==> src/rtl/pmIrqPkg.sv <==
package pmIrqPkg;
  localparam int DATA_W = 32;
  localparam int ADDR_W = 8;
  localparam int NREG = 2;
  localparam int REG_STRIDE = 4;
  localparam int IDX_W = (NREG > 1) ? $clog2(NREG) : 1;

  localparam logic [ADDR_W-1:0] OFS_STAT_BASE = 8'h00;
  localparam logic [ADDR_W-1:0] OFS_EN_BASE = 8'h08;
  localparam logic [ADDR_W-1:0] OFS_REV = 8'h10;
  localparam logic [DATA_W-1:0] REVISION = 32'h0001_0200;

  // Source bit positions; software decodes these, so they are fixed.
  localparam int BIT_IO_WAKE = 9;
  localparam int BIT_DONE_ACCEL = 2;
  localparam int BIT_DONE_CORE = 3;
  localparam int BIT_DONE_PROC = 0;

  localparam logic [DATA_W-1:0] LIVE_MASK0 =
    (DATA_W'(1) << BIT_IO_WAKE) | (DATA_W'(1) << BIT_DONE_ACCEL) | (DATA_W'(1) << BIT_DONE_CORE);
  localparam logic [DATA_W-1:0] LIVE_MASK1 = DATA_W'(1) << BIT_DONE_PROC;

  typedef enum logic [1:0] {
    SEL_NONE,
    SEL_STAT,
    SEL_EN,
    SEL_REV
  } rdSel_e;

  typedef struct packed {
    logic [NREG-1:0] clrStat;
    logic [NREG-1:0] loadEn;
    logic [DATA_W-1:0] wrData;
    rdSel_e rdSel;
    logic [IDX_W-1:0] rdIdx;
  } ctlStrobes_t;
endpackage

==> src/rtl/pmIrqCtrl.sv <==
module pmIrqCtrl
  import pmIrqPkg::*;
(
  input  logic [ADDR_W-1:0] regAddr,
  input  logic              regWrEn,
  input  logic [DATA_W-1:0] regWrData,
  output ctlStrobes_t       strb
);
  always_comb begin
    strb = '0;
    strb.wrData = regWrData;
    strb.rdSel = SEL_NONE;
    for (int i = 0; i < NREG; i++) begin
      if (regAddr == ADDR_W'(int'(OFS_STAT_BASE) + i * REG_STRIDE)) begin
        strb.rdSel = SEL_STAT;
        strb.rdIdx = IDX_W'(i);
        strb.clrStat[i] = regWrEn;
      end
      if (regAddr == ADDR_W'(int'(OFS_EN_BASE) + i * REG_STRIDE)) begin
        strb.rdSel = SEL_EN;
        strb.rdIdx = IDX_W'(i);
        strb.loadEn[i] = regWrEn;
      end
    end
    if (regAddr == OFS_REV) begin
      strb.rdSel = SEL_REV;
    end
  end
endmodule

==> src/rtl/pmIrqDatapath.sv <==
module pmIrqDatapath
  import pmIrqPkg::*;
(
  input  logic                         clk,
  input  logic                         rstN,
  input  ctlStrobes_t                  strb,
  input  logic                         evIoWake,
  input  logic                         evDoneProc,
  input  logic                         evDoneAccel,
  input  logic                         evDoneCore,
  output logic [NREG-1:0][DATA_W-1:0]  statusQ,
  output logic [NREG-1:0][DATA_W-1:0]  enableQ,
  output logic [DATA_W-1:0]            rdData,
  output logic                         irqOut
);
  logic [NREG-1:0][DATA_W-1:0] setVec;
  logic [NREG-1:0][DATA_W-1:0] pending;

  always_comb begin
    setVec = '0;
    setVec[0][BIT_IO_WAKE] = evIoWake;
    setVec[0][BIT_DONE_ACCEL] = evDoneAccel;
    setVec[0][BIT_DONE_CORE] = evDoneCore;
    setVec[1][BIT_DONE_PROC] = evDoneProc;
  end

  for (genvar g = 0; g < NREG; g++) begin : gWord
    logic [DATA_W-1:0] clrMask;
    assign clrMask = strb.clrStat[g] ? strb.wrData : '0;
    assign pending[g] = statusQ[g] & enableQ[g];

    always_ff @(posedge clk or negedge rstN) begin
      if (!rstN) begin
        statusQ[g] <= '0;
        enableQ[g] <= '0;
      end else begin
        // set term applied after the clear so a simultaneous event wins
        statusQ[g] <= (statusQ[g] & ~clrMask) | setVec[g];
        if (strb.loadEn[g]) begin
          enableQ[g] <= strb.wrData;
        end
      end
    end
  end

  always_ff @(posedge clk or negedge rstN) begin
    if (!rstN) begin
      irqOut <= 1'b0;
      rdData <= '0;
    end else begin
      irqOut <= |pending;
      case (strb.rdSel)
        SEL_STAT: rdData <= statusQ[strb.rdIdx];
        SEL_EN:   rdData <= enableQ[strb.rdIdx];
        SEL_REV:  rdData <= REVISION;
        default:  rdData <= '0;
      endcase
    end
  end
endmodule

==> src/rtl/pmIrqAggregator.sv <==
module pmIrqAggregator
  import pmIrqPkg::*;
(
  input  logic              clk,
  input  logic              rstN,
  input  logic [ADDR_W-1:0] regAddr,
  input  logic              regWrEn,
  input  logic [DATA_W-1:0] regWrData,
  output logic [DATA_W-1:0] regRdData,
  input  logic              evIoWake,
  input  logic              evDoneProc,
  input  logic              evDoneAccel,
  input  logic              evDoneCore,
  output logic              irqOut
);
  ctlStrobes_t strb;
  logic [NREG-1:0][DATA_W-1:0] statusQ;
  logic [NREG-1:0][DATA_W-1:0] enableQ;

  pmIrqCtrl i_ctrl (
    .regAddr  (regAddr),
    .regWrEn  (regWrEn),
    .regWrData(regWrData),
    .strb     (strb)
  );

  pmIrqDatapath i_dp (
    .clk        (clk),
    .rstN       (rstN),
    .strb       (strb),
    .evIoWake   (evIoWake),
    .evDoneProc (evDoneProc),
    .evDoneAccel(evDoneAccel),
    .evDoneCore (evDoneCore),
    .statusQ    (statusQ),
    .enableQ    (enableQ),
    .rdData     (regRdData),
    .irqOut     (irqOut)
  );
endmodule

==> config.mk <==
export PLATFORM = sky130hd
export DESIGN_NAME = pmIrqAggregator
export DESIGN_NICKNAME = d
export VERILOG_FILES = /design/src/rtl/pmIrqPkg.sv /design/src/rtl/pmIrqCtrl.sv /design/src/rtl/pmIrqDatapath.sv /design/src/rtl/pmIrqAggregator.sv
export SDC_FILE = /design/constraint.sdc
export NUM_CORES = 1
export LEC_CHECK = 0
export ABC_AREA = 1
export BUFFER_PORTS_ARGS = -buffer_cell sky130_fd_sc_hd__clkbuf_2
export CORE_UTILIZATION = 48
export CTS_BUF_LIST = sky130_fd_sc_hd__clkbuf_16
export DETAILED_ROUTE_END_ITERATION = 10
export PLACE_DENSITY = 0.76
export SLEW_MARGIN = 40
export SYNTH_ARGS = -nofsm -noshare
export SYNTH_HDL_FRONTEND = slang
export SYNTH_SLANG_ARGS = --single-unit
==> constraint.sdc <==
create_clock -name clk -period 1.1 [get_ports clk]
set_input_delay 0.055 -clock clk [delete_from_list [all_inputs] [get_ports clk]]
set_output_delay 0.055 -clock clk [all_outputs]
set_load 0.05 [all_outputs]
==> results.md, run 1 <==
* Status: finished, violations left
* Failing checks: negative setup slack
* Worst hold path class: in -> async
* Seq/Total Area, Yosys at 0.5636
* Setup Viol. Count Final at 1
* Die H at roughly 120 um
* Vias post-DR at a little over 6000
* Post-DP Area at 0.008391 mm2
* Fin. Hold Viols at 0
* LEAKAGE at a little under 5 nW
* Total GRT Usage at 0.2501
* WP data required at 1410 ps
* Clock network fraction of total power at 0.432
* ANT nets after route at 0
* Largest net degree at the start of global routing at slightly below 60
* Most used cell, CP: nand2_1
* Rows at 44
* Global-route wire length before repair at 28920 um
* Max-cap violations at 0
* GPL Wtd Cong at between 0.8 and 0.9
* Initial drt markers at between 400 and 500
* Max incr delay on CP at 380 ps
* Fraction of layout cells with a size suffix above 1 at 0.2067
* Starting density of the core at 0.4918
* Average size of a mapped cell at ~9 um2
* Max Buffers Root-to-Sink at 2
* Final WS setup at -67.55 ps
* Fill cell count at about 1200
* Combinational group share of total power at 0.075
* Clk slew on worst S/H paths at approximately 60 ps
* Core area at roughly 0.015 mm2
* Max-slew headroom at 0.7685
* CP Capture Type: register
* Wire length per cell at between 10 and 15 um
* Final Critical Period at between 1000 and 1500 ps
* Period utilization at 1.061
* P_int at 9.736 mW
* Synth warnings at 0
* Most Used Layer, Global Route: met2
* Reg area at roughly 0.0040 mm2
* Slew @ Worst Pin at between 300 and 400 ps
* Die area at 0.01538 mm2
* Yosys cell types at 23
* CP startpoint kind: register
* Met1 Use GR at 0.3118
* GRT Residual Overflow at 0
* RSZ-0062 raised after global routing: yes
* Initial antenna violation count at 0
* Post-Syn Instances at about 810
* Half-perimeter wire length after placement at ~12000 um
* Mapped Area at 0.007148 mm2
* Fin Hold WS at 93.98 ps
* Final WL at 17550 um
* Depth of the most critical reg-to-reg path at 6
* Syn Nets at between 800 and 900
* IO Pins at 80
* Crit path kind: reg -> reg
* CP Cell Sequence: nand2_1 -> nand4_1 -> nor3_2 -> nand2_1 -> nor2_1 -> nand2_1
* Met2 usage at 0.4281
* Sw Ratio at 0.2268
* Multi-input combinational cell area at roughly 0.0024 mm2
* Sequential power share at 0.493
* Setup Skew at 4.687 ps
* Nets at 1047
* Yosys top cell by area: dfrtp_1
* Area grow syn2layout at 30.86%
* Worst skew pair latency at approximately 430 ps
* Slew Limit Fails at 0
* Fmax at 856.5 MHz
* H-tree Lvls at 4
* Clock Sinks at around 160
* Critical Path Fanout Max at 2
* Met3 Use GR at 0.05449
* Ranking of synthesized cells by area: dfrtp_1 56%, nand2_1 12%, inv_1 6.8%
* Crit path max-delay cell type: dfrtp_1
* I/O Buffers at 79
* DRC viols at 0
* Number of diodes at 0
* Die X at between 100 and 150 um
* Post-Place Worst Slack at -243.9 ps
* Sw Pwr at around 2.9 mW
* Drt pass-1 iters at 5
* CTS tree: built
* Yosys top cell area share at 0.5636
* Setup Fix Bufs, Post-CTS at 0
* Arrival time worst endpoint at between 1000 and 1500 ps
* VDD IR max at around 1200 uV
* FF-to-FF End: i_dp.irqOut$_DFF_PN0_
* PD cells at approximately 1300 mW/mm2
* Vias in the first global route at about 6000
* FF+latch count, synth at between 150 and 200
* Num CTS Buffers at 17
* Root Driver: clkbuf_16
* R2r setup slk at -70 ps
* Avg Vias per Cell at between 5 and 6
* Final Cell Area at approximately 0.0094 mm2
* Reg-to-reg startpoint: i_dp.enableQ[38]$_DFFE_PN0P_
critical path, delay by kind of cell (launching register included):
kind	cells	cell delay, ps
simple gates	6	670
flops	1	380
per-layer routing:
layer  up-vias  share of wire  wire length (um)
met2       144           0.50              8825
li1       2999              -                 -
met1      2903           0.44              7738
met5         -              0                 0
met3        32          0.039               679
met4         0          0.017               306
stage by stage:
stage | TNS (ps) | cells | utilization | power (mW)
floorplan | 0 | 814 | - | 6.634
global placement | -16980 | 1128 | 0.5773 | 7.109
detailed placement | -22190 | 1128 | 0.5773 | 7.139
CTS | -65.41 | 1195 | 0.6414 | 12.67
global route | -173.4 | 1195 | 0.6436 | 13.00
finish | -67.55 | 1195 | 0.6436 | 12.59
logic make-up after synthesis:
| logic type | synth area share |
|---|---|
| simple gates | 0.1645 |
| compound gates | 0.1684 |
| buf+inv | 0.1034 |
| flops | 0.5636 |
Yosys cell counts, drive strengths merged:
library cell	n
a21boi	22
nand4	14
dfrtp	161
o21ai	113
buf	36
nor3	4
o211ai	52
clkbuf	2
a21oi	15
inv	132
nand2	220
nor2	32
nand3	11
registers in the layout, summed over array words and instances (netlist names):
signal,count
i_dp.enableQ,64
i_dp.statusQ,64
i_dp.rdData,32
i_dp.irqOut,1
power by group through the flow:
stage	Sequential (mW)	Clock [mW]	Combinational [mW]
floorplan	6.34	0	0.291
global placement	6.30	0	0.806
detailed placement	6.31	0	0.829
CTS	6.21	5.51	0.950
global route	6.22	5.71	1.06
finish	6.21	5.44	0.946
layout by cell type, fill, tap and decap left out, types with 3 or more instances in the layout:
master	Yosys	final
o21ai_0	49	49
clkbuf_2	0	50
nand3_1	9	9
nor2_2	4	3
clkinv_1	0	6
buf_2	21	10
nand4_1	12	12
buf_4	10	79
inv_1	130	132
nand2_1	220	220
clkinv_2	0	3
o21ai_1	64	64
a21boi_0	22	22
nor2_4	4	5
nor2_1	24	24
clkbuf_4	0	13
dfrtp_1	161	161
a21oi_1	13	13
o211ai_1	52	52
dlygate4sd3_1	0	37
buf_12	0	14
clkbuf_16	0	17
what timing repair did:
action                     in CTS  in global routing
resized for setup               9                 39
setup endpoints to repair       7                 28
hold endpoints to repair      289                  0
hold buffers                   37                  0
pin swaps                       2                  2
area by class of cell:
| cell class | count | area share |
|---|---|---|
| clock buffer | 17 | 0.04548 |
| clock inverter | 13 | 0.01124 |
| inverter | 132 | 0.05297 |
| multi-input combinational | 483 | 0.2567 |
| sequential | 161 | 0.4307 |
| tap | 184 | 0.02461 |
| timing repair buffer | 205 | 0.1783 |
how the worst max path moves through the flow:
stage	start	endpoint	slack [ps]	depth (start not counted)
floorplan	regAddr[1]	i_dp.rdData[10]$_DFF_PN0_	50	8
global placement	regAddr[5]	i_dp.statusQ[34]$_DFF_PN0_	-190	8
detailed placement	regAddr[5]	i_dp.statusQ[55]$_DFF_PN0_	-240	8
CTS	i_dp.enableQ[38]$_DFFE_PN0P_	i_dp.irqOut$_DFF_PN0_	-70	6
global route	i_dp.statusQ[2]$_DFF_PN0_	i_dp.irqOut$_DFF_PN0_	-150	6
finish	i_dp.enableQ[38]$_DFFE_PN0P_	i_dp.irqOut$_DFF_PN0_	-70	6
No activity file was read; power rests on OpenSTA's default activity.
==> run 2, diff against run 1 <==
--- a/config.mk
+++ b/config.mk
@@ -7,10 +7,12 @@
 export LEC_CHECK = 0
 export ABC_AREA = 1
 export BUFFER_PORTS_ARGS = -buffer_cell sky130_fd_sc_hd__clkbuf_2
-export CORE_UTILIZATION = 48
+export CELL_PAD_IN_SITES_DETAIL_PLACEMENT = 2
+export CELL_PAD_IN_SITES_GLOBAL_PLACEMENT = 2
+export CORE_UTILIZATION = 36
 export CTS_BUF_LIST = sky130_fd_sc_hd__clkbuf_16
 export DETAILED_ROUTE_END_ITERATION = 10
-export PLACE_DENSITY = 0.76
+export PLACE_DENSITY = 0.89
 export SLEW_MARGIN = 40
 export SYNTH_ARGS = -nofsm -noshare
 export SYNTH_HDL_FRONTEND = slang
==> results.md, run 2 (synthesized netlist as in run 1, its figures left out) <==
* Worst skew pair latency at 470 ps (+40 ps)
* GRT Residual Overflow at 0 (unchanged)
* Initial drt markers at 403 (-2.2%)
* Period utilization at 1.296 (+0.2343)
* LEAKAGE at 5.240 nW (+6.1%)
* Clock Sinks at 161 (unchanged)
* Die area at 0.02042 mm2 (+33%)
* CTS tree: built
* Max Buffers Root-to-Sink at 2 (unchanged)
* Num CTS Buffers at 17 (unchanged)
* Initial antenna violation count at 1 (+1)
* Largest net degree at the start of global routing at 61 (+5.2%)
* Final WS setup at -325.3 ps (-257.7 ps)
* ANT nets after route at 0 (unchanged)
* PD cells at 1437 mW/mm2 (+6.7%)
* Die H at 142.9 um (+15%)
* Setup TNS at -833.8 ps (-766.3 ps)
* Half-perimeter wire length after placement at 19100 um (+62%)
* Rows at 51 (+16%)
* CP Capture Type: register
* Starting density of the core at 0.3673 (-0.1245)
* Failing checks: negative setup slack
* Total GRT Usage at 0.3566 (+0.1064)
* Avg Vias per Cell at 5.554 (+9.2%)
* Max-slew headroom at 0.6657 (-0.1028)
* Most frequent cells in the layout: 215 x nand2_1, 161 x dfrtp_1, 131 x inv_1
* Critical Path Fanout Max at 2 (unchanged)
* Area grow syn2layout at 41.89%
* Fraction of layout cells with a size suffix above 1 at 0.2519 (+0.04519)
* Fmax at 701.6 MHz (-18%)
* RSZ-0062 raised after global routing: yes
* Final WL at 37280 um (+110%)
* Drt pass-1 iters at 4 (-1)
* DRC viols at 0 (unchanged)
* Nets at 1079 (+3.1%)
* Global-route wire length before repair at 52080 um (+80%)
* GPL Wtd Cong at 0.7728 (-4.6%)
* Final Critical Period at 1425 ps (+257.7 ps)
* CP startpoint kind: register
* Die X at 142.9 um (+15%)
* Core Util, Final at 0.5211 (-0.1225)
* Most common cell after layout, fill and taps aside: nand2_1
* Core area at 0.01946 mm2 (+34%)
* VDD IR max at 803.3 uV (-32%)
* Setup Skew at 16.00 ps (+11.32 ps)
* Root Driver: clkbuf_16
* Slew Limit Fails at 0 (unchanged)
* WP data required at 1440 ps (+30 ps)
* Crit path kind: reg -> reg
* Regs by FF count: i_dp.enableQ: 64 flops, i_dp.statusQ: 64 flops, i_dp.rdData: 32 flops
* H-tree Lvls at 4 (unchanged)
* Arrival time worst endpoint at 1760 ps (+280 ps)
* Worst hold path class: in -> async
* Clk slew on worst S/H paths at 80 ps (+20 ps)
* Slew @ Worst Pin at 501.4 ps (+154.2 ps)
* I/O Buffers at 79 (unchanged)
* Wire length per cell at 28.46 um (+94%)
* IO Pins at 80 (unchanged)
* Setup Viol. Count Final at 9 (+8)
* Fin. Hold Viols at 0 (unchanged)
* Vias post-DR at 7276 (+20%)
* Max-cap violations at 0 (unchanged)
* Vias in the first global route at 8431 (+38%)
* Status: finished, violations left
==> run 2: changes by cell type in the layout (fill, tap and decap cells not counted), moves of 5 or more <==
cell / previous run / this run
buf_12: 14 / 19
buf_2: 10 / 0
buf_4: 79 / 111
buf_6: 1 / 9
buf_8: 1 / 7
clkbuf_2: 50 / 45
clkbuf_4: 13 / 4
nand2_1: 220 / 215
nand2_2: 0 / 5
o21ai_0: 49 / 44
==> run 2: metrics by stage <==
| stage | area (um2) | hold slack [ps] | setup slack [ps] | std cells | power (mW) |
|---|---|---|---|---|---|
| 2_1_floorplan | 7148 | -240.6 | 49.08 | 814 | 6.634 |
| 3_3_place_gp | 8722 | 18.99 | -254.6 | 1233 | 7.182 |
| 3_5_place_dp | 8722 | 19.88 | -410.2 | 1233 | 7.288 |
| 4_1_cts | 9926 | 131.1 | -260.3 | 1304 | 14.24 |
| 5_1_grt | 10140 | 130.0 | -317.7 | 1310 | 14.81 |
| 6_report | 10140 | 98.72 | -325.3 | 1310 | 14.57 |
==> run 2: area by class of cell <==
type | instances | area (um2)
well taps | 265 | 331.6
repair buffers | 237 | 2148
flip-flops and latches | 161 | 4029
inverters | 132 | 495.5
multi-input cells | 483 | 2489
diodes | 1 | 2.502
clock buffers | 17 | 425.4
fillers | 2010 | 9320
clock inverters | 14 | 221.5
==> run 2: worst max-delay path, cell delays in order, from the launching register on <==
cell	delay (ps)
dfrtp_1	430
nand2_2	120
nand4_1	210
nor2_2	190
nand3_2	120
nor2_4	130
nand2_1	80
==> run 2: final timing paths <==
check / startpoint / to / slack (ps) / cells past startpoint
min in group clk: regAddr[3] / i_dp.statusQ[32]$_DFF_PN0_ / 170 / 5
hold reg to reg: i_dp.statusQ[42]$_DFF_PN0_ / i_dp.statusQ[42]$_DFF_PN0_ / 520 / 2
max in group asynchronous: rstN / i_dp.statusQ[19]$_DFF_PN0_ / 430 / 3
hold / removal: rstN / i_dp.rdData[19]$_DFF_PN0_ / 100 / 2
setup / recovery: i_dp.statusQ[63]$_DFF_PN0_ / i_dp.irqOut$_DFF_PN0_ / -330 / 6
setup reg to reg: i_dp.statusQ[63]$_DFF_PN0_ / i_dp.irqOut$_DFF_PN0_ / -330 / 6
==> run 2: timing repair <==
action | in CTS | in global routing
gates resized for setup | 51 | 59
setup buffers | 3 | 5
pin swaps | 7 | 11
hold buffers | 37 | 0
gates cloned | 0 | 3
endpoints found under the hold margin | 273 | 0
endpoints found under the setup margin | 39 | 58
==> run 2: layer usage <==
layer / vias to the layer above / GRT usage / share of wire
li1: 3061 / - / -
met1: 3793 / 0.3636 / 0.38
met2: 291 / 0.6688 / 0.54
met3: 131 / 0.06640 / 0.036
met4: 0 / 0.2201 / 0.052
met5: - / 0 / 0
==> run 2: power by group <==
group | internal [mW] | total, mW | switching (mW)
logic | 0.472 | 1.26 | 0.791
clock network | 4.21 | 7.05 | 2.84
registers | 6.10 | 6.26 | 0.167
total | 10.8 | 14.6 | 3.79
